### config.mk
export PLATFORM = sky130hd
export DESIGN_NAME = prbs_chk_lfsr
export DESIGN_NICKNAME = d
export VERILOG_FILES = /design/src/rtl/prbs_chk_pkg.sv /design/src/rtl/prbs_chk_lfsr.sv
export SDC_FILE = /design/constraint.sdc
export NUM_CORES = 1
export LEC_CHECK = 0
export CAP_MARGIN = 20
export CORE_MARGIN = 3
export CORE_UTILIZATION = 54
export CTS_CLUSTER_SIZE = 12
export DETAILED_ROUTE_END_ITERATION = 6
export GPL_ROUTABILITY_DRIVEN = 1
export PLACE_DENSITY = 0.79
export SETUP_SLACK_MARGIN = 0.3
export SLEW_MARGIN = 15
export SYNTH_ARGS = -nofsm -noshare
export SYNTH_HDL_FRONTEND = slang
export SYNTH_SLANG_ARGS = --single-unit
export TNS_END_PERCENT = 10
### constraint.sdc
create_clock -name clk_i -period 1.8 [get_ports clk_i]
set_input_delay 0.27 -clock clk_i [delete_from_list [all_inputs] [get_ports clk_i]]
set_output_delay 0.27 -clock clk_i [all_outputs]
set_load 0.02 [all_outputs]
### src/rtl/prbs_chk_pkg.sv
package prbs_chk_pkg;
  localparam int unsigned SR_W = 23;
  localparam int unsigned LEN_W = $clog2(SR_W + 1);

  typedef enum logic [1:0] {
    POLY_P9   = 2'd0,
    POLY_P15  = 2'd1,
    POLY_P23  = 2'd2,
    POLY_P23B = 2'd3
  } poly_e;

  function automatic logic [LEN_W-1:0] poly_len(poly_e p);
    case (p)
      POLY_P9:  return LEN_W'(9);
      POLY_P15: return LEN_W'(15);
      default:  return LEN_W'(23);
    endcase
  endfunction

  function automatic logic [LEN_W-1:0] poly_tap(poly_e p);
    case (p)
      POLY_P9:  return LEN_W'(5);
      POLY_P15: return LEN_W'(14);
      default:  return LEN_W'(18);
    endcase
  endfunction

  function automatic logic [SR_W-1:0] len_mask(logic [LEN_W-1:0] n);
    logic [SR_W-1:0] m;
    for (int i = 0; i < SR_W; i++) m[i] = (LEN_W'(i) < n);
    return m;
  endfunction
endpackage

### src/rtl/prbs_chk_lfsr.sv
module prbs_chk_lfsr
  import prbs_chk_pkg::*;
(
  input  logic  clk_i,
  input  logic  rst_ni,
  input  logic  clr_i,
  input  logic  shift_i,
  input  logic  fill_i,
  input  logic  din_i,
  input  poly_e poly_i,
  output logic  pred_o,
  output logic  fill_zero_o
);
  logic [SR_W-1:0]  sr_q, sr_in;
  logic [LEN_W-1:0] len, tap;

  assign len    = poly_len(poly_i);
  assign tap    = poly_tap(poly_i);
  // sr_q[k-1] holds the bit seen k steps ago
  assign pred_o = sr_q[len - 1'b1] ^ sr_q[tap - 1'b1];
  assign sr_in  = {sr_q[SR_W-2:0], fill_i ? din_i : pred_o};
  assign fill_zero_o = ((sr_in & len_mask(len)) == '0);

  always_ff @(posedge clk_i or negedge rst_ni) begin
    if (!rst_ni)      sr_q <= '0;
    else if (clr_i)   sr_q <= '0;
    else if (shift_i) sr_q <= sr_in;
  end
endmodule

==> flow_summary_export.csv <==
group,metric,value,unit
yosys,async_flop_share,100,%
yosys,ys_seq_area_share,54.1,%
yosys,synth.distinct_cells,21,
worst_setup_path,cp-start-kind,"register",
detailed_routing,routed_wl,2310,um
placement,port_buffers,9,
floorplan,die-area,0.00254,mm2
worst_setup_path,crit_type,"register to output port",
sta,finalClockSkew,2.02,ps
placement,pre_cts_ws,-527,ps
sta,tightestPinTransition,293,ps
power,power.leakage,0.770,nW
floorplan,rows,15,
worst_setup_path,r2r-start,"sr_q[4]",
yosys,synthCells,96,
clock_tree,cts_inserted_buffers,3,
worst_setup_path,crit_path_start,"sr_q[19]",
detailed_routing,wl_per_cell,14.8,um
status,status,"complete, but fails checks",
worst_setup_path,crit_path_max_incr_delay,550,ps
finish,syn_to_final_growth,35.2,%
power,peakVddDrop,0.000443,V
sta,rsz0062_at_grt,"true",
clock_tree,root_buffer,"clkbuf_4",
sta,setup_viol_count_final,2,
detailed_routing,firstDrtPassIters,4,
detailed_routing,vias_per_cell,5.33,
worst_setup_path,worst_path_max_delay_cell,"or4_4",
sta,fmax,467,MHz
worst_setup_path,crit_cells,5,
sta,period_share,119,%
worst_setup_path,cp_max_fo,2,
worst_setup_path,crit_path_end_kind,"output port",
worst_setup_path,reg2regPathDepth,5,
worst_setup_path,rr_endpoint,"sr_q[0]",
finish,largestRegisters,"sr_q: 23 flops",
yosys,synth_top_area_share,54.1,%
sta,final-hold-violation-count,0,
global_route,grt_max_degree,24,
finish,final_area,0.00144,mm2
sta,drv_slew,0,
yosys,yosysMostFrequentCell,"mux2i_1",
sta,setup_slack,-339,ps
clock_tree,cts_buffer_depth,2,
yosys,synth_area_leaders,"dfrtp_1 (54%), mux2i_1 (23%), nor2_1 (8.1%)",
placement,hpwl,1630,um
worst_setup_path,r2r_slack,440,ps
worst_setup_path,worst-endpoint-required,1530,ps
yosys,synth_area_per_cell,11.1,um2
global_route,antenna_found_initial,0,
floorplan,fp.dieW,50.4,um
yosys,yosys_warnings,0,
global_route,grt_usage,21.0,%
finish,drive_above_1_share,30.5,%
sta,fin_setup_tns,-542,ps
clock_tree,tritoncts,"built",
placement,gp_congestion,0.766,
finish,regMostFlops,"sr_q",
clock_tree,post_cts_buffers,0,
finish,nets,140,
worst_setup_path,crit_path_cell_trace,"or4_4 -> o41ai_4 -> nand4_1 -> a21oi_2 -> buf_4",
yosys,yosys-top-cells-count,"mux2i_1 (24), dfrtp_1 (23), nor2_1 (23)",
yosys,ys.flop_type,"dfrtp_1",
floorplan,start_util,59.0,%
detailed_routing,drt_iter0_markers,11,
detailed_routing,ant_nets,0,
global_route,overflow,0,
yosys,synth.cell_area,0.00106,mm2
sta,relSlewSlack,80.4,%
sta,period_minus_slack,2140,ps
power,fin_total_pwr,0.000848,W
detailed_routing,vias,831,
floorplan,die_h,50.4,um
yosys,synth_area_leader_cell,"dfrtp_1",
worst_setup_path,worstPathArrival,1870,ps
worst_setup_path,crit_family,"simple AND/OR/NAND/NOR gates",
sta,timing.hold.ws,298,ps
worst_setup_path,endpoint,"fill_zero_o",
yosys,synth_edf_count,0,
placement,postPlaceCellArea,0.00139,mm2
global_route,grt_pass1_wl,3980,um
floorplan,coreArea,0.00180,mm2
clock_tree,clock-sinks,23,
run,maxCapViolations,0,
finish,n_antenna_cell,0,
worst_hold_path,hold_class,"primary input to async pin",
clock_tree,htree_levels,1,
yosys,synth_nets,104,
yosys,ys_seq_elements,23,
clock_tree,path_clk_slew,120,ps
status,violations,"negative setup slack",
floorplan,pin_count,10,
clock_tree,clk_latency,310,ps
finish,largest_reg_flops,23,
worst_setup_path,path_buf_inv,1,
power,p_per_area,590,mW/mm2
detailed_routing,drc,0,
global_route,grt_pass1_vias,856,
metal layers:
layer | share of wire (%) | vias to the layer above | wire length, um | global-route usage (%)
met3 | 3.3 | 4 | 76 | 4.75
met2 | 52 | 11 | 1210 | 35.4
met4 | 0.95 | 0 | 22 | 4.93
li1 | - | 406 | - | -
met5 | 0 | - | 0 | 0
met1 | 43 | 410 | 1000 | 27.3
cell usage in the layout (no fill, tap or decap):
| cell type | synthesis | layout |
|---|---|---|
| or4_4 | 1 | 2 |
| buf_12 | 0 | 1 |
| clkbuf_1 | 4 | 1 |
| o21ai_1 | 1 | 1 |
| dfrtp_1 | 23 | 22 |
| nor2_1 | 23 | 23 |
| clkdlybuf4s50_1 | 0 | 6 |
| nand4b_1 | 1 | 1 |
| clkdlybuf4s15_2 | 0 | 1 |
| mux2i_1 | 24 | 24 |
| and3_1 | 1 | 1 |
| clkbuf_4 | 0 | 3 |
| buf_4 | 0 | 28 |
| nand2b_1 | 1 | 1 |
| o32ai_2 | 0 | 1 |
| nand2_1 | 3 | 3 |
| nand4_1 | 1 | 1 |
| xor2_1 | 1 | 1 |
| dfrtp_2 | 0 | 1 |
| a21oi_2 | 0 | 1 |
| dlymetal6s2s_1 | 0 | 1 |
| nor4_1 | 2 | 2 |
| o21ai_0 | 2 | 2 |
| o41ai_4 | 0 | 1 |
| inv_1 | 1 | 1 |
| a31o_2 | 1 | 1 |
final cells by class:
class                      count  area, um2
clock buffer                   4       26.3
multi-input combinational     66        485
sequential                    23        577
fill                         118        364
inverter                       1       3.75
tap                           25       31.3
timing repair buffer          37        314
where the power goes:
group           total, W  internal [W]  switching (W)
Sequential      0.000519      0.000518     0.00000114
Clock           0.000234     0.0000866       0.000147
Combinational  0.0000948     0.0000457      0.0000491
cell families after synthesis:
logic type,count (synthesis),synth area share (%)
XOR/XNOR,1,0.824
multiplexers,24,22.6
AO/OA/AOI/OAI,7,5.06
flip-flops,23,54.1
buffers and inverters,7,2.71
AND/OR/NAND/NOR,34,14.7
repair_timing:
action	in CTS	in global routing
hold buffers	0	0
endpoints found under the setup margin	2	2
gates resized for setup	9	4
metrics by stage:
step           util [%]  cells
6_report           79.8    156
5_1_grt            79.8    156
4_1_cts            79.0    156
3_5_place_dp       76.9    152
3_3_place_gp       76.9    152
2_1_floorplan         -     96
worst min-delay path by stage:
| stage | slack (ps) | start | to |
|---|---|---|---|
| 3_5_place_dp | 520 | sr_q[22] | sr_q[22] |
| 6_report | 300 | rst_ni | sr_q[16] |
| 4_1_cts | 310 | rst_ni | sr_q[19] |
| 3_3_place_gp | 510 | sr_q[22] | sr_q[22] |
| 5_1_grt | 300 | rst_ni | sr_q[18] |
| 2_1_floorplan | -30 | rst_ni | sr_q[0] |
Power figures use the tool's default switching activity.
